$ cat config.mk
export PLATFORM = sky130hd
export DESIGN_NAME = gated_capture_timer
export DESIGN_NICKNAME = d
export VERILOG_FILES = /design/src/rtl/gtm_pkg.sv /design/src/rtl/gtm_insync.sv /design/src/rtl/gtm_regs.sv /design/src/rtl/gtm_core.sv /design/src/rtl/gated_capture_timer.sv
export SDC_FILE = /design/constraint.sdc
export NUM_CORES = 1
export LEC_CHECK = 0
export BUFFER_PORTS_ARGS = -buffer_cell sky130_fd_sc_hd__buf_2
export CAP_MARGIN = 10
export CORE_ASPECT_RATIO = 1.25
export CORE_MARGIN = 1.5
export CORE_UTILIZATION = 52
export DETAILED_ROUTE_END_ITERATION = 7
export PLACE_DENSITY_LB_ADDON = 0.3
export SLEW_MARGIN = 10
export SYNTH_ARGS = -nofsm -noshare
export SYNTH_HDL_FRONTEND = slang
export SYNTH_SLANG_ARGS = --single-unit
$ cat constraint.sdc
create_clock -name clk -period 1.9 [get_ports clk]
set_input_delay 0.38 -clock clk [delete_from_list [all_inputs] [get_ports clk]]
set_output_delay 0.38 -clock clk [all_outputs]
set_load 0.05 [all_outputs]
$ cat src/rtl/gtm_pkg.sv
package gtm_pkg;

    typedef enum logic [1:0] {
        RA_CTRL  = 2'd0,
        RA_COUNT = 2'd1,
        RA_LIMIT = 2'd2,
        RA_CAPT  = 2'd3
    } reg_addr_e;

    typedef enum logic {
        MODE_GATED  = 1'b0,
        MODE_CAPCMP = 1'b1
    } tmr_mode_e;

    typedef enum logic [1:0] {
        IRQ_ALL        = 2'b00,
        IRQ_GATE_ONLY  = 2'b01,
        IRQ_LIMIT_ONLY = 2'b10,
        IRQ_ALL_ALT    = 2'b11
    } irq_cfg_e;

    // control word, bit 0 at the bottom
    typedef struct packed {
        irq_cfg_e  icfg;  // [4:3]
        logic      pol;   // [2]
        tmr_mode_e mode;  // [1]
        logic      en;    // [0]
    } ctrl_t;

    localparam int unsigned CTRL_W    = $bits(ctrl_t);
    localparam int unsigned CAUSE_BIT = 7;

    typedef struct packed {
        logic arm;
        logic capture;
        logic limit;
        logic gate_off;
    } evt_t;

    function automatic logic limit_irq_ok(tmr_mode_e m, irq_cfg_e c);
        return (m == MODE_CAPCMP) || (c != IRQ_GATE_ONLY);
    endfunction

    function automatic logic gate_irq_ok(irq_cfg_e c);
        return c != IRQ_LIMIT_ONLY;
    endfunction

endpackage

$ cat src/rtl/gtm_insync.sv
module gtm_insync #(
    parameter int unsigned STAGES = 2
) (
    input  logic clk,
    input  logic rst,
    input  logic pin_i,
    input  logic pol_i,
    output logic active_o,
    output logic accept_o,
    output logic release_o
);
    logic [STAGES-1:0] chain_q;
    logic              last_q;
    logic              last_act;

    always_ff @(posedge clk) begin
        if (rst) begin
            chain_q <= '0;
            last_q  <= 1'b0;
        end else begin
            chain_q <= {chain_q[STAGES-2:0], pin_i};
            last_q  <= chain_q[STAGES-1];
        end
    end

    assign active_o  = pol_i ? chain_q[STAGES-1] : ~chain_q[STAGES-1];
    assign last_act  = pol_i ? last_q : ~last_q;
    assign accept_o  = active_o & ~last_act;
    assign release_o = ~active_o & last_act;

    // an accepted edge needs a return to the inactive level first
    p_no_double_edge_r11: assert property (@(posedge clk) disable iff (rst)
        accept_o |=> (!accept_o || (pol_i != $past(pol_i))));

endmodule

$ cat src/rtl/gtm_regs.sv
module gtm_regs
    import gtm_pkg::*;
#(
    parameter int unsigned CNT_W = 16
) (
    input  logic             clk,
    input  logic             rst,
    input  logic             we_i,
    input  logic [1:0]       waddr_i,
    input  logic [CNT_W-1:0] wdata_i,
    output ctrl_t            ctrl_o,
    output logic [CNT_W-1:0] limit_o,
    output logic             cnt_wr_o
);
    ctrl_t            ctrl_q;
    logic [CNT_W-1:0] limit_q;

    always_ff @(posedge clk) begin
        if (rst) begin
            ctrl_q  <= '0;
            limit_q <= '0;
        end else if (we_i) begin
            case (waddr_i)
                RA_CTRL:  ctrl_q  <= ctrl_t'(wdata_i[CTRL_W-1:0]);
                RA_LIMIT: limit_q <= wdata_i;
                default:  ;
            endcase
        end
    end

    assign ctrl_o   = ctrl_q;
    assign limit_o  = limit_q;
    assign cnt_wr_o = we_i && (waddr_i == RA_COUNT);

    // the limit register changes only through its own address
    p_limit_write_r2: assert property (@(posedge clk) disable iff (rst)
        !(we_i && (waddr_i == RA_LIMIT)) |=> $stable(limit_q));

endmodule

$ cat src/rtl/gtm_core.sv
module gtm_core
    import gtm_pkg::*;
#(
    parameter int unsigned CNT_W = 16
) (
    input  logic             clk,
    input  logic             rst,
    input  logic             tick_i,
    input  logic             en_i,
    input  tmr_mode_e        mode_i,
    input  irq_cfg_e         icfg_i,
    input  logic [CNT_W-1:0] limit_i,
    input  logic             cnt_wr_i,
    input  logic [CNT_W-1:0] cnt_wdata_i,
    input  logic             active_i,
    input  logic             accept_i,
    input  logic             release_i,
    output logic [CNT_W-1:0] count_o,
    output logic [CNT_W-1:0] capt_o,
    output logic             cause_o,
    output logic             irq_o
);
    localparam logic [CNT_W-1:0] RESTART = CNT_W'(1);

    logic [CNT_W-1:0] count_q;
    logic [CNT_W-1:0] capt_q;
    logic             armed_q;
    logic             cause_q;
    logic             irq_q;

    logic gated;
    logic step;
    logic at_limit;
    logic lim_ok;
    logic gate_ok;
    evt_t ev;

    always_comb begin
        gated       = (mode_i == MODE_GATED);
        step        = en_i && tick_i && (gated ? active_i : armed_q);
        at_limit    = (count_q == limit_i);
        ev.arm      = en_i && !gated && !armed_q && accept_i;
        ev.capture  = en_i && !gated && armed_q && accept_i;
        ev.limit    = step && at_limit;
        ev.gate_off = en_i && gated && release_i;
        lim_ok      = limit_irq_ok(mode_i, icfg_i);
        gate_ok     = gate_irq_ok(icfg_i);
    end

    // counter: capture outranks the limit restart
    always_ff @(posedge clk) begin
        if (rst) begin
            count_q <= '0;
        end else if (!en_i) begin
            if (cnt_wr_i) begin
                count_q <= cnt_wdata_i;
            end
        end else if (ev.capture || ev.limit) begin
            count_q <= RESTART;
        end else if (step) begin
            count_q <= count_q + RESTART;
        end
    end

    always_ff @(posedge clk) begin
        if (rst) begin
            armed_q <= 1'b0;
            capt_q  <= '0;
            cause_q <= 1'b0;
            irq_q   <= 1'b0;
        end else begin
            if (!en_i) begin
                armed_q <= 1'b0;
            end else if (ev.arm) begin
                armed_q <= 1'b1;
            end
            if (ev.capture) begin
                capt_q <= count_q;
            end
            if (ev.capture || (ev.gate_off && gate_ok)) begin
                cause_q <= 1'b1;
            end else if (ev.limit && lim_ok) begin
                cause_q <= 1'b0;
            end
            irq_q <= ev.capture || (ev.limit && lim_ok) || (ev.gate_off && gate_ok);
        end
    end

    assign count_o = count_q;
    assign capt_o  = capt_q;
    assign cause_o = cause_q;
    assign irq_o   = irq_q;

    // an unarmed capture/compare timer keeps its count
    p_unarmed_hold_r6: assert property (@(posedge clk) disable iff (rst)
        (en_i && !gated && !armed_q) |=> $stable(count_q));

    // capture loads the capture register and restarts at 1
    p_capture_load_r7: assert property (@(posedge clk) disable iff (rst)
        ev.capture |=> (count_q == RESTART) && (capt_q == $past(count_q)) && cause_q && irq_q);

    // a compare match without capture restarts the count
    p_compare_wrap_r8: assert property (@(posedge clk) disable iff (rst)
        (ev.limit && !ev.capture) |=> (count_q == RESTART));

    // capture wins over a simultaneous compare
    p_capture_wins_r9: assert property (@(posedge clk) disable iff (rst)
        (ev.capture && ev.limit) |=> cause_q);

    // the cause flag moves only on an event
    p_cause_hold_r12: assert property (@(posedge clk) disable iff (rst)
        !(ev.capture || ev.limit || ev.gate_off) |=> $stable(cause_q));

    // a disabled timer holds its count unless written
    p_disabled_hold_r3: assert property (@(posedge clk) disable iff (rst)
        (!en_i && !cnt_wr_i) |=> $stable(count_q));

    // a count write while enabled is ignored
    p_locked_write_r2: assert property (@(posedge clk) disable iff (rst)
        (en_i && cnt_wr_i && !step && !ev.capture) |=> $stable(count_q));

endmodule

$ cat src/rtl/gated_capture_timer.sv
module gated_capture_timer
    import gtm_pkg::*;
#(
    parameter int unsigned CNT_W       = 16,
    parameter int unsigned SYNC_STAGES = 2
) (
    input  logic             clk,
    input  logic             rst,
    input  logic             tick_i,
    input  logic             tmr_pin_i,
    input  logic             reg_we_i,
    input  logic [1:0]       reg_waddr_i,
    input  logic [CNT_W-1:0] reg_wdata_i,
    input  logic [1:0]       reg_raddr_i,
    output logic [CNT_W-1:0] reg_rdata_o,
    output logic             irq_o,
    output logic             irq_src_input_o
);
    ctrl_t            ctrl;
    logic [CNT_W-1:0] limit;
    logic             cnt_wr;
    logic             active;
    logic             accept;
    logic             release_edge;
    logic [CNT_W-1:0] count;
    logic [CNT_W-1:0] capt;
    logic             cause;

    gtm_regs #(.CNT_W(CNT_W)) u_regs (
        .clk      (clk),
        .rst      (rst),
        .we_i     (reg_we_i),
        .waddr_i  (reg_waddr_i),
        .wdata_i  (reg_wdata_i),
        .ctrl_o   (ctrl),
        .limit_o  (limit),
        .cnt_wr_o (cnt_wr)
    );

    gtm_insync #(.STAGES(SYNC_STAGES)) u_sync (
        .clk       (clk),
        .rst       (rst),
        .pin_i     (tmr_pin_i),
        .pol_i     (ctrl.pol),
        .active_o  (active),
        .accept_o  (accept),
        .release_o (release_edge)
    );

    gtm_core #(.CNT_W(CNT_W)) u_core (
        .clk         (clk),
        .rst         (rst),
        .tick_i      (tick_i),
        .en_i        (ctrl.en),
        .mode_i      (ctrl.mode),
        .icfg_i      (ctrl.icfg),
        .limit_i     (limit),
        .cnt_wr_i    (cnt_wr),
        .cnt_wdata_i (reg_wdata_i),
        .active_i    (active),
        .accept_i    (accept),
        .release_i   (release_edge),
        .count_o     (count),
        .capt_o      (capt),
        .cause_o     (cause),
        .irq_o       (irq_o)
    );

    always_comb begin
        reg_rdata_o = '0;
        case (reg_raddr_i)
            RA_CTRL: begin
                reg_rdata_o[CTRL_W-1:0] = ctrl;
                reg_rdata_o[CAUSE_BIT]  = cause;
            end
            RA_COUNT: reg_rdata_o = count;
            RA_LIMIT: reg_rdata_o = limit;
            default:  reg_rdata_o = capt;
        endcase
    end

    assign irq_src_input_o = cause;

endmodule

* Yosys cells after proc, flatten, opt, wreduce, memory -nomap -nowiden
Cells that the tools add are included.
Storage, ports and cells: logic and storage cells 69, flip-flop bits (word level) 59, input port bits 25
Operators by class: multiplexer cells 13, bitwise logic cells 8, reductions and logical operators 27, add/subtract/negate cells 1, equality and inequality tests 8
Operators with widths (count):
- $mux W16 | 4
- $pmux W8 S3 | 1
- $add A16 B1 Y16 const B | 1
- $eq A16 B16 Y1 | 1
- $pmux W5 S3 | 1
- $logic_and A1 B1 Y1 | 13
- $not A1 Y1 | 6
- $pmux W2 S3 | 1
- $reduce_and A2 Y1 | 3
- $logic_or A1 B1 Y1 | 5
- $mux W1 | 5
- $eq A2 B1 Y1 const B | 2
- $eq A2 B2 Y1 const B | 2
- $logic_not A2 Y1 | 2
- $reduce_bool A2 Y1 | 2
- $ne A3 B1 Y1 const B | 1
- $pmux W1 S3 | 1
- $and A1 B1 Y1 | 2
- $ne A2 B1 Y1 const B | 1
- $ne A2 B2 Y1 const B | 1
- $reduce_or A2 Y1 | 1
- $logic_not A1 Y1 | 1

* Logic depth before layout (Yosys ltp)
Gate-level depths: netlist of the first run.
depth in word-level cells 8, gate-level depth with buffers 9

* Cells and area by module
From an unflattened synthesis of the first run, not the netlist that was laid out.
Second synthesis, totals: cells, all modules 397, area total of the unflattened synthesis 3488.3 um^2
By module, submodules not included:
- gtm_core | seq. area each 700.7 um^2, area an instance 2014.4 um^2, cells an instance 264, times used 1
- gtm_regs | seq. area each 420.4 um^2, area an instance 937.1 um^2, cells an instance 90, times used 1
- gated_capture_timer | seq. area each 0.0 um^2, area an instance 409.1 um^2, cells an instance 32, times used 1
- gtm_insync | seq. area each 60.1 um^2, area an instance 127.6 um^2, cells an instance 11, times used 1

* Worst setup path before layout of the first run
OpenSTA, ideal clock, no wires.
path kind input -> output, from input port reg_raddr_i[0], to output port reg_rdata_o[10], data required time 1.520 ns, path slack -0.277 ns, arrival 1.797 ns, cell stages on the path 4, path through clkbuf_1 > buf_1 > mux2_2 > a22o_1
On the way: longest elaborated chain between the ends 2, elaborated cells on any way between the ends 4, classes of those cells eq/ne (2); mux (1); reduce/logical (1)
RTL lines:
- start, declared | line gated_capture_timer.sv:14 | input logic [1:0] reg_raddr_i,
- $eq A2 B2 Y1, or another cell as far along | line gated_capture_timer.sv:71 | case (reg_raddr_i)
- $pmux W8 S3 * | line gated_capture_timer.sv:71
- end, declared | line gated_capture_timer.sv:15 | output logic [CNT_W-1:0] reg_rdata_o,
Mark *: on every way between the ends. The rest lies on a longest branch, timed or not.

* Final worst setup path of the first run
from register u_core.count_q[3], in the netlist u_core.count_o[3], to output port reg_rdata_o[3]
On the way: longest elaborated chain between the ends 1
RTL lines:
- start, declared | line gtm_core.sv:25 | logic [CNT_W-1:0] count_q;
- start signal, assigned | line gtm_core.sv:56 | count_q <= cnt_wdata_i;
- start signal, assigned | line gtm_core.sv:61 | count_q <= count_q + RESTART;
- $pmux W5 S3 | line gated_capture_timer.sv:71
No other way between the ends.

==> metrics.md, run 1 <==
| Metric | Value |
|---|---|
| WL per Instance | `approximately 18 um` |
| Gr usage total | `0.294` |
| DRT Wirelength | `9620 um` |
| Via density | `~6.0` |
| Max-cap viol count | `0` |
| 1st-pass router iterations | `5` |
| Die Y | `91.2 um` |
| Distinct cell type count after synthesis | `50` |
| I/O pin cnt | `43` |
| CP Max Fanout | `6` |
| Synth warn | `0` |
| Final Skew | `0.0111 ns` |
| DIE AREA | `between 6000 and 7000 um2` |
| Num CTS Buffers | `9` |
| Outcome | `finished clean` |
| Number of fill cells | `475` |
| Detailed placement HPWL | `6690 um` |
| I/O Buffers | `42` |
| CTS root buf | `clkbuf_8` |
| Post-synthesis sequential area ratio | `0.365` |
| Worst reg2reg setup slack | `0.04 ns` |
| Flop pwr share | `0.437` |
| Synth Flop Type | `dfxtp_1` |
| RSZ-0062 raised after global routing | `true` |
| Via count | `3,180` |
| Cts hold-fix bufs | `0` |
| RR Startpoint | `u_sync.last_q` |
| Post-route clock period utilization | `0.992` |
| Initial antenna violation count | `0` |
| DRC | `0` |
| Pin count of the biggest net entering global routing | `53` |
| PD cells | `717 nW/um2` |
| Worst setup SP type | `flop` |
| Commonest non-fill, non-tap cells in the layout | `46 x dfxtp_1, 43 x nand2_1, 41 x buf_4, 39 x buf_2, 30 x a21oi_1` |
| WHS | `0.243 ns` |
| Post-placement cell count | `512` |
| NumNets Final | `about 470` |
| ANT nets after route | `0` |
| Hold Startpoint | `tmr_pin_i` |
| Hold Path Class | `primary input to flop` |
| Global-route wire length before repair | `14,900 um` |
| Vias in the first global route | `3,010` |
| Final setup viols | `0` |
| Initial Util | `0.549` |
| Avg Inst Size Synth | `8.73 um2` |
| Syn Nets | `between 300 and 400` |
| Clk sinks | `59` |
| Commonest non-fill, non-tap cell in the layout | `dfxtp_1` |
| Worst path arrival time | `1.51 ns` |
| RD Place Congestion | `0.912` |
| Critical Path Sink Type | `output pin` |
| Final Critical Period | `~1.9 ns` |
| Worst Tran Pin Value | `between 0.5 and 0.6 ns` |
| Post-place setup slack | `-0.112 ns` |
| Cells on worst reg2reg path | `7` |
| Max clock buf depth | `2` |
| Fmax | `between 500 and 600 MHz` |
| Sw Ratio | `0.288` |
| Ys async rst share | `0` |
| CP endpoint | `reg_rdata_o[3]` |
| Mapped Area | `about 3200 um2` |
| Comb pwr share | `0.169` |
| Die W | `73.6 um` |
| Clock group share of total power | `0.394` |
| Placeable Area | `5900 um2` |
| Layout cell share with drive strength beyond 1 | `0.348` |
| Initial DRC count | `242` |
| Final non-filler cell total | `530` |
| Rows | `31` |
| Endpoints failing hold | `0` |
| Maximum vdd drop | `0.561 mV` |
| Clk_lat worst skew | `~0.35 ns` |
| CTS tree | `done` |
| CP Class | `flop to output pin` |
| Reg2reg end | `u_core.count_o[0]` |
| CP required | `1.52 ns` |
| Int Pwr | `2130 uW` |
| Slew Viols, Final | `0` |
| Synthesis-to-layout area growth | `28.9%` |
| Crit path from | `u_core.count_o[3]` |
| FF+latch count, synth | `between 50 and 60` |
| Post-synth EDFFs | `0` |
| ANT cells | `0` |
| Number of H-tree levels | `3` |
| Max_slew headroom | `0.657` |
| P_leak | `0.00156 uW` |
| GRT overflow | `0` |
| NetSw | `around 860 uW` |
| Cells after synthesis | `approximately 370` |
| Final setup margin | `0.0144 ns` |
| CTS clk-pin slew, worst paths | `0.07 ns` |
registers in the layout (all words and copies together) (netlist names):
signal          flops
u_core.armed_q      1
u_core.capt_o      16
u_core.cause_o      1
u_core.count_o     16
u_core.irq_o        1
u_regs.ctrl_o       5
u_regs.limit_o     16
u_sync.chain_q      2
u_sync.last_q       1
routing by layer:
| layer | track usage | wire (um) |
|---|---|---|
| met1 | 0.356 | 3670 |
| met2 | 0.477 | 5080 |
| met3 | 0.0610 | 549 |
| met4 | 0.156 | 316 |
| met5 | 0 | 0 |
metrics by stage:
step | power (uW) | util | TNS, ns | instance area, um2
floorplan | 1610 | - | 0 | 3240
global placement | 1780 | 0.644 | -0.0178 | 3800
detailed placement | 1790 | 0.644 | -0.590 | 3800
CTS | 2950 | 0.684 | 0 | 4030
global route | 3090 | 0.708 | -0.0403 | 4180
finish | 3000 | 0.708 | 0 | 4180
how the worst min path moves through the flow:
stage	endpoint	slack, ns	cells past startpoint
3_5_place_dp	u_sync.chain_q[1]	0.44	1
4_1_cts	u_sync.chain_q[0]	0.25	2
3_3_place_gp	u_sync.chain_q[1]	0.46	1
6_report	u_sync.chain_q[0]	0.24	2
5_1_grt	u_sync.chain_q[0]	0.26	2
2_1_floorplan	u_sync.chain_q[1]	0.41	1
timing repair:
| action | in CTS | in global routing |
|---|---|---|
| resized for setup | 8 | 34 |
| setup buffers | 1 | 2 |
| pin swaps | 1 | 9 |
| setup endpoints to repair | 14 | 28 |
logic make-up (layout without fill, tap and decap cells):
group	after synthesis	count (layout)	synth area share
fa+ha+maj	1	1	0.00386
flops	59	59	0.365
xor+xnor	16	16	0.0456
mux	36	36	0.138
buf+inv	42	119	0.0603
simple gates	131	131	0.203
compound gates	86	86	0.184
power by group through the flow:
stage          Clock (uW)  Sequential [uW]  Combinational [uW]
2_1_floorplan           0             1330                 278
3_3_place_gp            0             1330                 454
6_report             1180             1310                 507
4_1_cts              1170             1300                 474
5_1_grt              1240             1310                 534
3_5_place_dp            0             1330                 461
critical path, cell delays in order, from the launching register on:
cell and delay (ns):
dfxtp_1 0.32, buf_4 0.16, mux4_2 0.45, buf_2 0.22
cell usage after synthesis, drive strengths merged, types with 2 or more instances:
| library cell | instances | share of area |
|---|---|---|
| nor4b | 3 | 0.0081 |
| o41ai | 3 | 0.0081 |
| a211oi | 3 | 0.0070 |
| a221oi | 2 | 0.0054 |
| a22o | 10 | 0.027 |
| nor4 | 3 | 0.010 |
| a21oi | 34 | 0.056 |
| o31ai | 3 | 0.0070 |
| nor3b | 2 | 0.0046 |
| mux2i | 20 | 0.062 |
| or3b | 2 | 0.0054 |
| or2 | 3 | 0.0058 |
| nor2 | 29 | 0.034 |
| dfxtp | 59 | 0.36 |
| inv | 14 | 0.016 |
| clkbuf | 15 | 0.017 |
| nand2 | 43 | 0.050 |
| mux2 | 10 | 0.035 |
| o21ai | 6 | 0.0093 |
| o32ai | 8 | 0.022 |
| nand3 | 11 | 0.017 |
| nand3b | 4 | 0.0093 |
| a32oi | 6 | 0.016 |
| a21o | 3 | 0.0070 |
| nor3 | 9 | 0.014 |
| mux4 | 6 | 0.042 |
| xnor2 | 16 | 0.046 |
| nand2b | 2 | 0.0039 |
| a22oi | 3 | 0.0070 |
| nor2b | 8 | 0.015 |
| nand4 | 7 | 0.014 |
| buf | 13 | 0.027 |
cell type report:
type | count | area (um2) | area share
sequential | 59 | 1200 | 0.288
tap | 82 | 103 | 0.0246
timing repair buffer | 89 | 647 | 0.155
clock buffer | 10 | 138 | 0.0330
inverter | 14 | 52.6 | 0.0126
multi-input combinational | 270 | 1970 | 0.471
clock inverter | 6 | 65.1 | 0.0156
Note: power is estimated with default switching activity, not from simulation.
==> inputs of run 2 (changes only) <==
--- a/config.mk
+++ b/config.mk
@@ -5,6 +5,7 @@
 export SDC_FILE = /design/constraint.sdc
 export NUM_CORES = 1
 export LEC_CHECK = 0
+export ABC_AREA = 1
 export BUFFER_PORTS_ARGS = -buffer_cell sky130_fd_sc_hd__buf_2
 export CAP_MARGIN = 10
 export CORE_ASPECT_RATIO = 1.25
==> run 2 against run 1 <==
Net effect:
- first-iteration DRC count decreased by 10%
- register-to-register slack improved by 0.19 ns
- sequential cell count unchanged
- via count increased by 5.4%
==> metrics.md, run 2 <==
| Metric | Value |
|---|---|
| Outcome | `finished clean` |
| Design area | `3880 um2 (-7.0%)` |
| Clk_lat worst skew | `0.35 ns (about the same)` |
| Crit path from | `u_core.count_o[7]` |
| Hold path cells | `3 (+1)` |
| CP Class | `flop to output pin` |
| Hold Path Class | `primary input to flop` |
| Post-synth EDFFs | `0 (unchanged)` |
| I/O pin cnt | `43 (unchanged)` |
| Largest cells by area after synthesis | `dfxtp_1 36%, nand2_1 13%, a21oi_1 8.9%` |
| Via density | `5.31 (-11%)` |
| Endpoints failing hold | `0 (unchanged)` |
| CP endpoint | `reg_rdata_o[7]` |
| Cts hold-fix bufs | `0 (unchanged)` |
| Fmax | `547 MHz (+3.2%)` |
| Clk sinks | `59 (unchanged)` |
| ANT cells | `0 (unchanged)` |
| 1st-pass router iterations | `4 (-1)` |
| Final Skew | `0.00555 ns (-0.00553 ns)` |
| DIE AREA | `6780 um2 (+1.1%)` |
| Global route hottest layer | `met2` |
| RR Startpoint | `u_core.count_o[5]` |
| RD Place Congestion | `0.872 (-4.5%)` |
| CP required | `1.52 ns (about the same)` |
| Cells after synthesis | `491 (+32%)` |
| Distinct cell type count after synthesis | `27 (-46%)` |
| Cells on worst reg2reg path | `11 (+4)` |
| Vias in the first global route | `3,069 (+2.0%)` |
| Synth area leader | `dfxtp_1` |
| Ys async rst share | `0 (unchanged)` |
| FF+latch count, synth | `59 (unchanged)` |
| I/O Buffers | `42 (unchanged)` |
| Final setup viols | `0 (unchanged)` |
| Avg Inst Size Synth | `6.67 um2 (-24%)` |
| Initial Util | `0.535 (-0.0147)` |
| Total negative slack | `0 ns (unchanged)` |
| Worst path arrival time | `1.45 ns (-0.06 ns)` |
| ANT nets after route | `0 (unchanged)` |
| Synth warn | `0 (unchanged)` |
| Number of H-tree levels | `3 (unchanged)` |
| Post-synthesis sequential area ratio | `0.361 (-0.00404)` |
| Synthesis-to-layout area growth | `18.6%` |
| Syn Nets | `517 (+30%)` |
| Reg2reg end | `u_core.count_o[0]` |
| Max_slew headroom | `0.751 (+0.0940)` |
| RSZ-0062 raised after global routing | `false` |
| Detailed placement HPWL | `5960 um (-11%)` |
| Maximum vdd drop | `0.621 mV (+11%)` |
| CTS clk-pin slew, worst paths | `0.06 ns (about the same)` |
| Worst Tran Pin Value | `0.371 ns (-0.137 ns)` |
| Hold Startpoint | `tmr_pin_i` |
| Worst setup SP type | `flop` |
| Gr usage total | `0.263 (-0.0308)` |
| Dpl cell area | `3660 um2 (-3.6%)` |
| Commonest non-fill, non-tap cells in the layout | `114 x nand2_1, 64 x inv_1, 58 x a21oi_1, 55 x dfxtp_1, 43 x o21ai_0` |
| Pin count of the biggest net entering global routing | `54 (+1.9%)` |
| Mapped Area | `3270 um2 (+1.1%)` |
| Commonest cells post-synth | `115 x nand2_1, 65 x inv_1, 59 x dfxtp_1` |
| Slew Viols, Final | `0 (unchanged)` |
| Share of the synthesized area in the top cell type | `0.361 (-0.00404)` |
| WL per Instance | `13.1 um (-28%)` |
| Area of the multi-input gates | `1720 um2 (-13%)` |
| Number of fill cells | `588 (+24%)` |
| Layout cell share with drive strength beyond 1 | `0.194 (-0.154)` |
| Top-count cell post-synth | `nand2_1` |
| CTS root buf | `clkbuf_8` |
| Initial antenna violation count | `0 (unchanged)` |
| Initial DRC count | `217 (-10%)` |
| Die W | `74.0 um (+0.54%)` |
| Die Y | `91.7 um (+0.54%)` |
| Rows | `32 (+3.2%)` |
| Post-route clock period utilization | `0.962 (-0.0308)` |
| Final Critical Period | `1.83 ns (-0.0586 ns)` |
| Global-route wire length before repair | `13,800 um (-7.1%)` |
| PD cells | `784 nW/um2 (+9.3%)` |
| Register area | `1190 um2 (-1.4%)` |
| Critical Path Sink Type | `output pin` |
| DRT Wirelength | `8240 um (-14%)` |
| Commonest non-fill, non-tap cell in the layout | `nand2_1` |
| DRC | `0 (unchanged)` |
| NumNets Final | `568 (+21%)` |
| Met3 usage in global routing | `0.0582 (-0.00280)` |
| P_leak | `0.00170 uW (+8.9%)` |
| CP Max Fanout | `6 (unchanged)` |
| Synth Flop Type | `dfxtp_1` |
| Worst reg2reg setup slack | `0.23 ns (+0.19 ns)` |
| Max-cap viol count | `0 (unchanged)` |
| CTS tree | `done` |
| Placeable Area | `6130 um2 (+3.9%)` |
| Max clock buf depth | `2 (unchanged)` |
| Num CTS Buffers | `9 (unchanged)` |
| GRT overflow | `0 (unchanged)` |
| M2 GR Usage | `0.437 (-0.0407)` |
| Met1 usage | `0.305 (-0.0507)` |
| Via count | `3,353 (+5.4%)` |
[run 2: repair_timing]
item                       in CTS  in global routing
gates resized for setup         6                 11
buffers inserted                0                  0
setup endpoints to repair       5                 14
[run 2: layout make-up]
class	instances	share of cell area
flip-flops and latches	59	0.305
inverters	69	0.0667
repair buffers	63	0.108
clock buffers	13	0.0409
multi-input cells	340	0.443
clock inverters	2	0.00902
well taps	85	0.0274
[run 2: stage by stage]
step	total power, uW	cells	hold slack (ns)	util	setup slack [ns]
floorplan	1750	491	0.388	-	-0.282
global placement	1900	616	0.402	0.597	0.00495
detailed placement	1920	616	0.399	0.597	-0.0115
CTS	3060	631	0.234	0.631	0.000200
global route	3200	631	0.233	0.634	0.0157
finish	3050	631	0.238	0.634	0.0730
[run 2: kinds of logic after synthesis]
group / after synthesis / synth area share
AOI/OAI and AO/OA: 138 / 0.248
xor gates and xnor gates: 14 / 0.0374
adders and majority gates: 1 / 0.00382
buffers and inverters: 92 / 0.114
DFF: 59 / 0.361
and+or+nand+nor: 187 / 0.236
[run 2: metal layers]
metal | routed length, um | vias up
met5 | 0 | -
met1 | 3470 | 1533
met3 | 412 | 24
met2 | 4050 | 89
li1 | - | 1707
met4 | 301 | 0
[run 2: where the power goes]
part	leakage, uW	switching (uW)	internal, uW	total [uW]
logic	0.00112	351	191	541
clock network	0.0000995	477	669	1150
registers	0.000483	64.4	1300	1360
total	0.00170	892	2160	3050
[run 2: worst max-delay path, cell delays in order (launching register included)]
cell	delay (ns)
dfxtp_2	0.39
inv_1	0.07
buf_4	0.15
o22ai_1	0.13
a21oi_1	0.06
o21ai_0	0.08
buf_4	0.23
[run 2: how the worst min path moves through the flow]
stage          slack, ns           endpoint
2_1_floorplan       0.39  u_sync.chain_q[1]
3_3_place_gp        0.40  u_sync.chain_q[1]
3_5_place_dp        0.40  u_sync.chain_q[1]
4_1_cts             0.23  u_sync.chain_q[0]
5_1_grt             0.23  u_sync.chain_q[0]
6_report            0.24  u_sync.chain_q[0]
==> inputs of run 3 (changes only) <==
--- a/config.mk
+++ b/config.mk
@@ -11,6 +11,7 @@
 export CORE_ASPECT_RATIO = 1.25
 export CORE_MARGIN = 1.5
 export CORE_UTILIZATION = 52
+export CTS_BUF_LIST = sky130_fd_sc_hd__clkbuf_16
 export DETAILED_ROUTE_END_ITERATION = 7
 export PLACE_DENSITY_LB_ADDON = 0.3
 export SLEW_MARGIN = 10
==> run 3 against run 2 <==
Net effect:
- largest power group is now clock
- cell count stayed put
- critical endpoint is now reg_rdata_o[4]
- power is 13% higher
- sequential cell count unchanged
- utilization increased by 1.2 points
- highest routed layer unchanged
==> metrics.md, run 3 (synthesis gave the netlist of run 2 again) <==
| Metric | Value |
|---|---|
| CTS root buf | `clkbuf_16` |
| I/O pin cnt | `43 (unchanged)` |
| Post-route clock period utilization | `0.963 (+0.00103)` |
| Global-route wire length before repair | `13,800 um (+0.20%)` |
| CP required | `1.52 ns (about the same)` |
| Hold path cells | `3 (unchanged)` |
| DRT Wirelength | `8360 um (+1.5%)` |
| WP depth | `5 (-1)` |
| Number of H-tree levels | `3 (unchanged)` |
| Register area | `1180 um2 (-0.21%)` |
| I/O Buffers | `42 (unchanged)` |
| GRT overflow | `0 (unchanged)` |
| Final core occ | `0.647 (+0.0125)` |
| Initial DRC count | `223 (+2.8%)` |
| DRC | `0 (unchanged)` |
| Pin count of the biggest net entering global routing | `54 (unchanged)` |
| ANT cells | `0 (unchanged)` |
| Clock group share of total power | `0.445 (+0.069)` |
| Sw Ratio | `0.280 (-0.0127)` |
| 1st-pass router iterations | `4 (unchanged)` |
| Slowest cell on the critical path | `dfxtp_1` |
| Via density | `5.30 (-0.24%)` |
| Comb pwr share | `0.158 (-0.020)` |
| Endpoints failing hold | `0 (unchanged)` |
| Initial antenna violation count | `0 (unchanged)` |
| Vias in the first global route | `3,036 (-1.1%)` |
| CTS clk-pin slew, worst paths | `0.05 ns (about the same)` |
| CTS tree | `done` |
| Max_slew headroom | `0.761 (+0.00998)` |
| Placeable Area | `6130 um2 (unchanged)` |
| Detailed placement HPWL | `5960 um (unchanged)` |
| Number of fill cells | `582 (-1.0%)` |
| CP peak stage delay | `0.46 ns (+0.07 ns)` |
| Hold Path Class | `primary input to flop` |
| Die Y | `91.7 um (unchanged)` |
| RD Place Congestion | `0.872 (unchanged)` |
| Final Critical Period | `1.83 ns (+0.00196 ns)` |
| PD cells | `866 nW/um2 (+10%)` |
| Number of buffers and inverters on the critical path | `2 (-1)` |
| CP Cell Sequence | `inv_1 -> o22ai_1 -> a21oi_1 -> o21ai_0 -> clkbuf_4` |
| NumNets Final | `568 (unchanged)` |
| Die W | `74.0 um (unchanged)` |
| Clk sinks | `59 (unchanged)` |
| Worst Tran Pin Value | `0.356 ns (-0.0148 ns)` |
| Max-cap viol count | `0 (unchanged)` |
| Design area | `3960 um2 (+2.0%)` |
| Dpl cell area | `3660 um2 (unchanged)` |
| P_leak | `0.00175 uW (+2.5%)` |
| Via count | `3,345 (-0.24%)` |
| Worst path arrival time | `1.45 ns (about the same)` |
| Synthesis-to-layout area growth | `21.0%` |
| Area of the multi-input gates | `1720 um2 (unchanged)` |
| WL per Instance | `13.2 um (+1.5%)` |
| NetSw | `961 uW (+7.7%)` |
| Fmax | `547 MHz (-0.11%)` |
| DIE AREA | `6780 um2 (unchanged)` |
| Rows | `32 (unchanged)` |
| Cells on worst reg2reg path | `11 (unchanged)` |
| WHS | `0.249 ns (+0.0113 ns)` |
| Flop pwr share | `0.397 (-0.049)` |
| Commonest non-fill, non-tap cells in the layout | `114 x nand2_1, 66 x inv_1, 58 x a21oi_1, 57 x dfxtp_1, 43 x o21ai_0` |
| Total negative slack | `0 ns (unchanged)` |
| Initial Util | `0.535 (unchanged)` |
| Gr usage total | `0.264 (+0.00106)` |
| Critical Path Sink Type | `output pin` |
| Final Power | `3430 uW (+13%)` |
| ANT nets after route | `0 (unchanged)` |
| Cell family with most CP delay | `flip-flops` |
| CP Class | `flop to output pin` |
| Maximum vdd drop | `0.588 mV (-5.2%)` |
| Slew Viols, Final | `0 (unchanged)` |
| Final setup viols | `0 (unchanged)` |
| Cts hold-fix bufs | `0 (unchanged)` |
| Max clock buf depth | `2 (unchanged)` |
| Int Pwr | `2470 uW (+15%)` |
| Final Skew | `0.0108 ns (+0.00522 ns)` |
| Num CTS Buffers | `9 (unchanged)` |
| Outcome | `finished clean` |
| CP Max Fanout | `7 (+1)` |
| Commonest non-fill, non-tap cell in the layout | `nand2_1` |
| Worst setup SP type | `flop` |
| Clk_lat worst skew | `0.34 ns (about the same)` |
| Layout cell share with drive strength beyond 1 | `0.187 (-0.00733)` |
| RSZ-0062 raised after global routing | `false` |
-- run 3: cell type report --
cell class	count	share of cell area
multi-input cells	340	0.435
flip-flops and latches	59	0.299
repair buffers	63	0.105
inverters	69	0.0654
clock buffers	9	0.0569
well taps	85	0.0268
clock inverters	6	0.0126
-- run 3: routing by layer --
layer / GRT usage / vias up / part of all wire
met5: 0 / - / 0
met4: 0.128 / 0 / 0.030
met3: 0.0626 / 20 / 0.047
met2: 0.446 / 90 / 0.50
li1: - / 1708 / -
met1: 0.304 / 1527 / 0.43
-- run 3: tightest hold or removal path: stages --
cell    delay, ns
buf_2        0.07
inv_1        0.03
nor2_1       0.07
-- run 3: final timing paths --
check	from	end	slack [ns]
setup / recovery	u_core.count_o[4]	reg_rdata_o[4]	0.07
hold / removal	tmr_pin_i	u_sync.chain_q[0]	0.25
setup reg to reg	u_core.count_o[4]	u_core.count_o[0]	0.21
hold reg to reg	u_sync.chain_q[0]	u_sync.chain_q[1]	0.40
-- run 3: repair_timing --
item	CTS	global route
setup buffers	0	0
resized for setup	5	9
setup endpoints to repair	5	15
-- run 3: power groups by stage --
stage                     clock, uW  sequential (uW)  combinational (uW)
after floorplan                   0             1360                 392
after global placement            0             1380                 521
after detailed placement          0             1380                 531
after CTS                      1530             1360                 539
after global routing           1600             1370                 602
final                          1530             1360                 542
-- run 3: through the flow --
step | std cells | setup WS, ns
floorplan | 491 | -0.282
global placement | 616 | 0.00495
detailed placement | 616 | -0.0115
CTS | 631 | 0.000200
global route | 631 | 0.00334
finish | 631 | 0.0711
